## config.mk

```make
export PLATFORM = sky130hd
export DESIGN_NAME = ocmp_channel
export DESIGN_NICKNAME = d
export VERILOG_FILES = /design/src/rtl/ocmp_pkg.sv /design/src/rtl/ocmp_buffer.sv /design/src/rtl/ocmp_match.sv /design/src/rtl/ocmp_outflag.sv /design/src/rtl/ocmp_channel.sv
export SDC_FILE = /design/constraint.sdc
export NUM_CORES = 1
export LEC_CHECK = 0
export BUFFER_PORTS_ARGS = -buffer_cell sky130_fd_sc_hd__buf_2
export CELL_PAD_IN_SITES_DETAIL_PLACEMENT = 1
export CELL_PAD_IN_SITES_GLOBAL_PLACEMENT = 1
export CORE_MARGIN = 2
export CORE_UTILIZATION = 39
export CTS_CLUSTER_DIAMETER = 100
export CTS_CLUSTER_SIZE = 28
export DETAILED_ROUTE_END_ITERATION = 7
export PLACE_DENSITY = 0.88
export REMOVE_ABC_BUFFERS = 1
export SLEW_MARGIN = 30
export SYNTH_ARGS = -nofsm -noshare
export SYNTH_HDL_FRONTEND = slang
export SYNTH_HIERARCHICAL = 1
export SYNTH_SLANG_ARGS = --single-unit
```

## constraint.sdc

```tcl
create_clock -name clk -period 2.9 [get_ports clk]
set_input_delay 0 -clock clk [delete_from_list [all_inputs] [get_ports clk]]
set_output_delay 0 -clock clk [all_outputs]
set_load 0.1 [all_outputs]
```

## src/rtl/ocmp_pkg.sv

```systemverilog
package ocmp_pkg;

    typedef enum logic {
        BUS_INTERNAL = 1'b0,
        BUS_EXTERNAL = 1'b1
    } bus_sel_e;

    typedef enum logic [1:0] {
        ACT_NONE   = 2'd0,
        ACT_LOAD   = 2'd1,
        ACT_TOGGLE = 2'd2,
        ACT_PRESET = 2'd3
    } out_action_e;

endpackage

```

## src/rtl/ocmp_buffer.sv

```systemverilog
module ocmp_buffer #(
    parameter int CNT_W = 24
) (
    input  logic             clk,
    input  logic             rst_n,
    input  logic             wr_en,
    input  logic [CNT_W-1:0] wr_data,
    input  logic             upd_en,
    output logic [CNT_W-1:0] active_o
);

    typedef struct packed {
        logic [CNT_W-1:0] staging;
        logic [CNT_W-1:0] active;
    } buf_state_t;

    buf_state_t st_d, st_q;

    always_comb begin
        st_d = st_q;
        if (wr_en) begin
            st_d.staging = wr_data;
        end
        if (upd_en) begin
            st_d.active = st_q.staging;
        end
    end

    always_ff @(posedge clk or negedge rst_n) begin
        if (!rst_n) begin
            st_q <= '0;
        end else begin
            st_q <= st_d;
        end
    end

    assign active_o = st_q.active;

endmodule

```

## src/rtl/ocmp_match.sv

```systemverilog
module ocmp_match
    import ocmp_pkg::*;
#(
    parameter int CNT_W = 24
) (
    input  logic             clk,
    input  logic             rst_n,
    input  logic [CNT_W-1:0] cnt_int,
    input  logic [CNT_W-1:0] cnt_ext,
    input  logic             bus_sel,
    input  logic [CNT_W-1:0] active,
    output logic             hit_o
);

    typedef struct packed {
        logic eq_prev;
    } match_state_t;

    match_state_t     st_d, st_q;
    logic [CNT_W-1:0] cnt_sel;
    logic             eq_now;

    always_comb begin
        unique case (bus_sel_e'(bus_sel))
            BUS_EXTERNAL: cnt_sel = cnt_ext;
            default:      cnt_sel = cnt_int;
        endcase
        eq_now     = (cnt_sel == active);
        hit_o      = eq_now && !st_q.eq_prev;
        st_d       = st_q;
        st_d.eq_prev = eq_now;
    end

    always_ff @(posedge clk or negedge rst_n) begin
        if (!rst_n) begin
            st_q <= '0;
        end else begin
            st_q <= st_d;
        end
    end

endmodule

```

## src/rtl/ocmp_outflag.sv

```systemverilog
module ocmp_outflag
    import ocmp_pkg::*;
(
    input  logic clk,
    input  logic rst_n,
    input  logic mode_oc,
    input  logic gpio_level,
    input  logic edge_toggle,
    input  logic pol,
    input  logic hit,
    input  logic force_pulse,
    input  logic flag_clr,
    output logic out_o,
    output logic flag_o
);

    typedef struct packed {
        logic out;
        logic flag;
        logic mode_prev;
    } of_state_t;

    of_state_t   st_d, st_q;
    out_action_e act;
    logic        entering;
    logic        real_hit;

    always_comb begin
        entering = mode_oc && !st_q.mode_prev;
        real_hit = mode_oc && !entering && hit;

        if (!mode_oc) begin
            act = ACT_NONE;
        end else if (entering) begin
            act = ACT_PRESET;
        end else if (real_hit || force_pulse) begin
            act = edge_toggle ? ACT_TOGGLE : ACT_LOAD;
        end else begin
            act = ACT_NONE;
        end

        st_d           = st_q;
        st_d.mode_prev = mode_oc;

        if (!mode_oc) begin
            st_d.out = gpio_level;
        end else begin
            unique case (act)
                ACT_PRESET: st_d.out = !pol;
                ACT_TOGGLE: st_d.out = !st_q.out;
                ACT_LOAD:   st_d.out = pol;
                default:    st_d.out = st_q.out;
            endcase
        end

        if (real_hit) begin
            st_d.flag = 1'b1;
        end else if (flag_clr) begin
            st_d.flag = 1'b0;
        end
    end

    always_ff @(posedge clk or negedge rst_n) begin
        if (!rst_n) begin
            st_q <= '0;
        end else begin
            st_q <= st_d;
        end
    end

    assign out_o  = st_q.out;
    assign flag_o = st_q.flag;

endmodule

```

## src/rtl/ocmp_channel.sv

```systemverilog
module ocmp_channel #(
    parameter int CNT_W = 24
) (
    input  logic             clk,
    input  logic             rst_n,
    input  logic             mode_oc,
    input  logic             gpio_level,
    input  logic             bus_sel,
    input  logic             edge_toggle,
    input  logic             pol,
    input  logic             upd_en,
    input  logic [CNT_W-1:0] cnt_int,
    input  logic [CNT_W-1:0] cnt_ext,
    input  logic             wr_en,
    input  logic [CNT_W-1:0] wr_data,
    output logic [CNT_W-1:0] rd_data,
    input  logic             force_pulse,
    input  logic             flag_clr,
    output logic             flag,
    output logic             out_pin
);

    logic [CNT_W-1:0] active;
    logic             hit;

    ocmp_buffer #(.CNT_W(CNT_W)) i_buffer (
        .clk      (clk),
        .rst_n    (rst_n),
        .wr_en    (wr_en),
        .wr_data  (wr_data),
        .upd_en   (upd_en),
        .active_o (active)
    );

    ocmp_match #(.CNT_W(CNT_W)) i_match (
        .clk     (clk),
        .rst_n   (rst_n),
        .cnt_int (cnt_int),
        .cnt_ext (cnt_ext),
        .bus_sel (bus_sel),
        .active  (active),
        .hit_o   (hit)
    );

    ocmp_outflag i_outflag (
        .clk         (clk),
        .rst_n       (rst_n),
        .mode_oc     (mode_oc),
        .gpio_level  (gpio_level),
        .edge_toggle (edge_toggle),
        .pol         (pol),
        .hit         (hit),
        .force_pulse (force_pulse),
        .flag_clr    (flag_clr),
        .out_o       (out_pin),
        .flag_o      (flag)
    );

    assign rd_data = active;

endmodule

```

# After elaboration in Yosys (flattened, before gate mapping)
# Index checks and enable logic that the tools add are counted.
classes:
  n_eq_ne: 5
  mux: 9
  reduce_logical: 11
op_table:
  columns: ["operator", "n"]
  rows:
  - ["$eq 24x24->1", 1]
  - ["$mux 24", 1]
  - ["$mux 2", 4]
  - ["$logic_not 1->1", 5]
  - ["$eq 2x2->1 const B", 2]
  - ["$logic_and 1x1->1", 4]
  - ["$ne 4x1->1 const B", 1]
  - ["$mux 1", 3]
  - ["$pmux 1 s3", 1]
  - ["$eq 2x1->1 const B", 1]
  - ["$reduce_bool 2->1", 1]
  - ["$logic_or 1x1->1", 1]
totals:
  regBits: 52
  input_bits: 83
  word_cells: 31

# Logic depth before layout (Yosys ltp)
logic_depth:
  ltp_word: 12
  depth_mapped: 14

# By module
# Netlist, hierarchy kept.
modules_own_cells:
  columns: ["module", "n_inst", "cells_per_inst", "area_per_inst_um2", "seq_area_each_um2"]
  rows:
  - ["ocmp_buffer", 1, 126, 2174.6, 1201.2]
  - ["ocmp_match", 1, 62, 579.3, 25.0]
  - ["ocmp_outflag", 1, 25, 215.2, 75.1]

# Least setup slack after synthesis
# OpenSTA, ideal clock, no wires.
synth_path:
  kind: "flip-flop to flip-flop"
  from: "register i_buffer.st_q (netlist bit i_buffer/active_o[18])"
  to: "register i_outflag.st_q (netlist bit i_outflag/out_o)"
  arrival_time_ns: 2.284
  required_time_ns: 2.760
  slack_ns: 0.475
  path_stages_with_launch: 13
  path_buffers: 1
  cell_sequence: "dfrtp_1 > buf_4 > xnor2_1 > nor4_1 > nand4_1 > nor3_2 > o21bai_1 > nand2_1 > nand2_1 > ha_1 > nor2b_1 > o311ai_0 > a31oi_1"
synth_between:
  elab_chain_len: 10
  word_cells_on_any_way: 13
synth_lines:
  columns: ["element", "line", "rtl"]
  rows:
  - ["from (decl)", "ocmp_buffer.sv:17", "buf_state_t st_d, st_q;"]
  - ["from (signal assigned)", "ocmp_buffer.sv:33", "st_q <= st_d;"]
  - ["$eq 24x24->1 (*)", "ocmp_match.sv:28", "eq_now = (cnt_sel == active);"]
  - ["$logic_and 1x1->1 (*)", "ocmp_match.sv:29", "hit_o = eq_now && !st_q.eq_prev;"]
  - ["named net hit", "ocmp_channel.sv:24", "logic hit;"]
  - ["$logic_and 1x1->1 (*)", "ocmp_outflag.sv:30", "real_hit = mode_oc && !entering && hit;"]
  - ["$logic_or 1x1->1 (*)", "ocmp_outflag.sv:36", "end else if (real_hit || force_pulse) begin"]
  - ["$mux 2 (*)", "ocmp_outflag.sv:36", null]
  - ["$mux 2 (*)", "ocmp_outflag.sv:34", "end else if (entering) begin"]
  - ["$mux 2 (*)", "ocmp_outflag.sv:32", "if (!mode_oc) begin"]
  - ["$eq 2x1->1 or $eq 2x2->1 (tied branches)", "ocmp_outflag.sv:48", "unique case (act)"]
  - ["$pmux 1 s3", "ocmp_outflag.sv:48", null]
  - ["$mux 1", "ocmp_outflag.sv:45", "if (!mode_oc) begin"]
  - ["to (signal assigned)", "ocmp_outflag.sv:67", "st_q <= st_d;"]
  - ["to (decl)", "ocmp_outflag.sv:23", "of_state_t st_d, st_q;"]
# The timed path passes the listed nets; every way through them passes the cells marked *.
# A chain may end at the register's enable or synchronous reset.

# Worst setup path in the final report
layout_path:
  from: "register i_buffer.st_q (netlist bit i_buffer/active_o[0])"
  to: "register i_outflag.st_q (netlist bit i_outflag/out_o)"
# The elaborated chain is that of the path after synthesis.

==> summary.txt <==
Route
  – DRC errors left: 0
  – ANT nets after route: 0
  – Initial DRC Count: 11
  – Vias/cell: 4.661
  – Wire per inst: 16.40 µm
  – Vias: 1981
  – Final WL: approximately 7 mm
  – DR pass1 iterations: 2

Finish
  – Final design instance area without fill: 3717 µm²
  – ANT cells: 0
  – Area Overhead vs Synth: 25.20%
  – Non-Filler Instances: 425
  – Nets: 411
  – Share of cells above drive strength 1: 52.15%

Logic synthesis
  – XOR/XNOR Fraction of Synth Area: roughly 7%
  – Netlist Area Pre-Place: 2969 µm²
  – Post-synthesis adder-cell area fraction: 0.8428%
  – Register area share after synthesis: 43.83%
  – Post-synth EDFFs: 0
  – Compound-Gate Fraction of Synth Area: 1.096%
  – Post-synthesis instance total: 213
  – #FFs+latches synth: 52
  – Simple logic cell fraction of the synthesized area: about 4.7%
  – Asr flop ratio synth: between 90% and 100%
  – Yosys cell types: 26
  – Most frequent cell after synthesis: dfrtp_1
  – Top cells by area, synth: dfrtp_1 44%, mux2_4 20%, mux2i_1 8.1%
  – Syn_area_per_cell: about 14 µm²
  – Synth top cells by count: 52 x dfrtp_1, 40 x mux2_4, 24 x buf_4, 24 x mux2i_1, 24 x xnor2_1
  – Syn. warnings: 6
  – Most used DFF post-synth: dfrtp_1
  – Main combinational cell family by area after synthesis: multiplexers
  – Post-synth top area share: 43.83%
  – Mux cell area share after synthesis: 31.35%
  – Top cell type by total area after synthesis: dfrtp_1

Clock network
  – Clk_lat worst skew: 0.30 ns
  – Max Root-Sink Buffers: 2
  – Setup repair bufs after CTS: 0
  – Number of buffers created by CTS: 5
  – Clock root buffer: clkbuf_8
  – CTS tree: yes
  – Clock-pin transition on the worst setup and hold timing paths: 0.09 ns
  – H-tree depth: 2
  – Clk sinks: 52

Timing
  – Unrepaired setup endpoints after global routing: no
  – Final Worst Setup Slack: 0.2660 ns
  – Setup violations, final: 0
  – Period utilisation layout: 90.83%
  – Pins Over Slew Limit: 0
  – Final Hold Vio Count: 0
  – Worst Skew: 0.007261 ns
  – Max_slew headroom: about 45%
  – Period minus WS final: 2.634 ns
  – Final hold slack: just over 0.08 ns
  – Worst Max-Slew Pin Slew: 0.8244 ns
  – Max frequency: 379.6 MHz
  – Fin Setup TNS: 0 ns

GRT
  – Vias in the first global route: 2274
  – Largest net degree at the start of global routing: 31
  – Total gr overflow: 0
  – First-pass GRT wire length: 11.34 mm
  – Antenna violations before repair: 0
  – Global-route usage over all layers: 17.40%

Setup path
  – Worst reg2reg setup slack: 0.27 ns
  – Critical path type: flip-flop to flip-flop
  – FF-to-FF Start: i_buffer/active_o[0]$_DFFE_PN0P_
  – Crit start category: flip-flop
  – CP Data Arrival Time: 2.81 ns
  – CP max FO: 3
  – Worst Setup End Kind: flip-flop
  – Critical Path RT: approximately 3 ns
  – Reg-to-reg endpoint: i_outflag/out_o$_DFFE_PN0P_
  – Register-to-Register Path Depth: 11

Die
  – Ports: 109
  – Row count: 31
  – Core outline area: 7331 µm²
  – Die Ht: about 91 µm
  – Die W: 91.25 µm
  – Initial Util: 40.50%
  – Die area: 8327 µm²

Hold path
  – Hold depth: 4
  – HP Class: primary input to flip-flop
  – Worst Min Path Start: pol
  – Hold EP: i_outflag/out_o$_DFFE_PN0P_

Placement
  – Inst Count DP: 390
  – Routability cong.: 0.7781
  – Placed cell area: 3343 µm²
  – Pre-CTS setup slack: 0.008423 ns
  – HPWL after DPL: 4.978 mm
  – Port bufs: 108

Power and ir drop
  – VDD IR max: 313.2 µV
  – Leak pwr: 1.831 nW
  – PD cells: 574.1 nW/µm²

Job
  – Max-cap violation count: 0

Run status
  – Status: completed
==> area by class of cell <==
cell class | count | area, µm²
Clock inverter | 2 | 12.51
Multi-Input combinational cell | 127 | 1351
Timing Repair Buffer | 139 | 855.8
Fill cell | 807 | 3613
Sequential cell | 52 | 1301
Clock buffer | 5 | 68.82
Inverter | 1 | 3.754
Tap cell | 99 | 123.9
==> power breakdown <==
group | internal [mW] | total, mW | switching, mW
sequential | 0.811 | 0.886 | 0.0746
clock | 0.164 | 0.400 | 0.236
combinational | 0.291 | 0.848 | 0.558
total | 1.27 | 2.13 | 0.869
==> placed cells by master, fill, tap and decap left out, drive strengths merged, types with 2 or more instances in the layout <==
| master | count |
|---|---|
| buf | 111 |
| dfrtp | 52 |
| mux2 | 48 |
| dlygate4sd3 | 28 |
| mux2i | 24 |
| xnor2 | 24 |
| nand2 | 7 |
| nor4 | 6 |
| clkbuf | 5 |
| and2 | 3 |
| o21ai | 2 |
| ha | 2 |
==> logic make-up (layout without fill, tap and decap cells) <==
group / Yosys count / count (layout)
compound gates: 5 / 5
xor+xnor: 24 / 24
fa+ha+maj: 2 / 2
buf+inv: 34 / 147
flops: 52 / 52
mux: 72 / 72
simple gates: 24 / 24
==> metal layers <==
layer / global-route usage (%) / wire length [µm] / up-vias
met2: 31.79 / 3602 / 74
met4: 3.914 / 47 / 0
met5: 0 / 0 / -
li1: - / - / 935
met1: 20.65 / 2960 / 967
met3: 4.066 / 359 / 5
==> metrics by stage <==
stage / power, mW / utilization [%]
finish: 2.134 / 50.71
global route: 2.241 / 50.71
floorplan: 1.499 / -
CTS: 2.153 / 50.54
global placement: 1.697 / 45.61
detailed placement: 1.718 / 45.61
==> worst max-delay path, stage by stage, from the launching register on <==
cell	delay, ns
dfrtp_1	0.41
xnor2_1	0.15
nor4_2	0.34
buf_4	0.17
nand4_1	0.13
nor3_2	0.21
o21bai_1	0.13
nand2_1	0.10
and2_1	0.15
ha_1	0.25
o311ai_0	0.36
a31oi_1	0.12
==> flip-flops by register name (all words and copies together) (netlist names) <==
register / cells
i_match/st_q: 1
i_buffer/st_q: 24
i_buffer/active_o: 24
i_outflag/flag_o: 1
i_outflag/out_o: 1
i_outflag/st_q: 1
==> timing repair <==
action / CTS / global route
resized for setup: 0 / 2
endpoints found under the hold margin: 49 / 0
setup endpoints to repair: 0 / 1
hold buffers: 28 / 0
==> worst max path at each step <==
stage	endpoint	start	slack [ns]
CTS	i_outflag/out_o$_DFFE_PN0P_	i_buffer/active_o[3]$_DFFE_PN0P_	0.13
global route	i_outflag/out_o$_DFFE_PN0P_	i_buffer/active_o[0]$_DFFE_PN0P_	0.04
finish	i_outflag/out_o$_DFFE_PN0P_	i_buffer/active_o[0]$_DFFE_PN0P_	0.27
global placement	i_outflag/out_o$_DFFE_PN0P_	bus_sel	0.17
detailed placement	i_outflag/out_o$_DFFE_PN0P_	bus_sel	0.008
floorplan	i_outflag/out_o$_DFFE_PN0P_	i_buffer/active_o[18]$_DFFE_PN0P_	0.12
(Power assumes the default switching activity.)
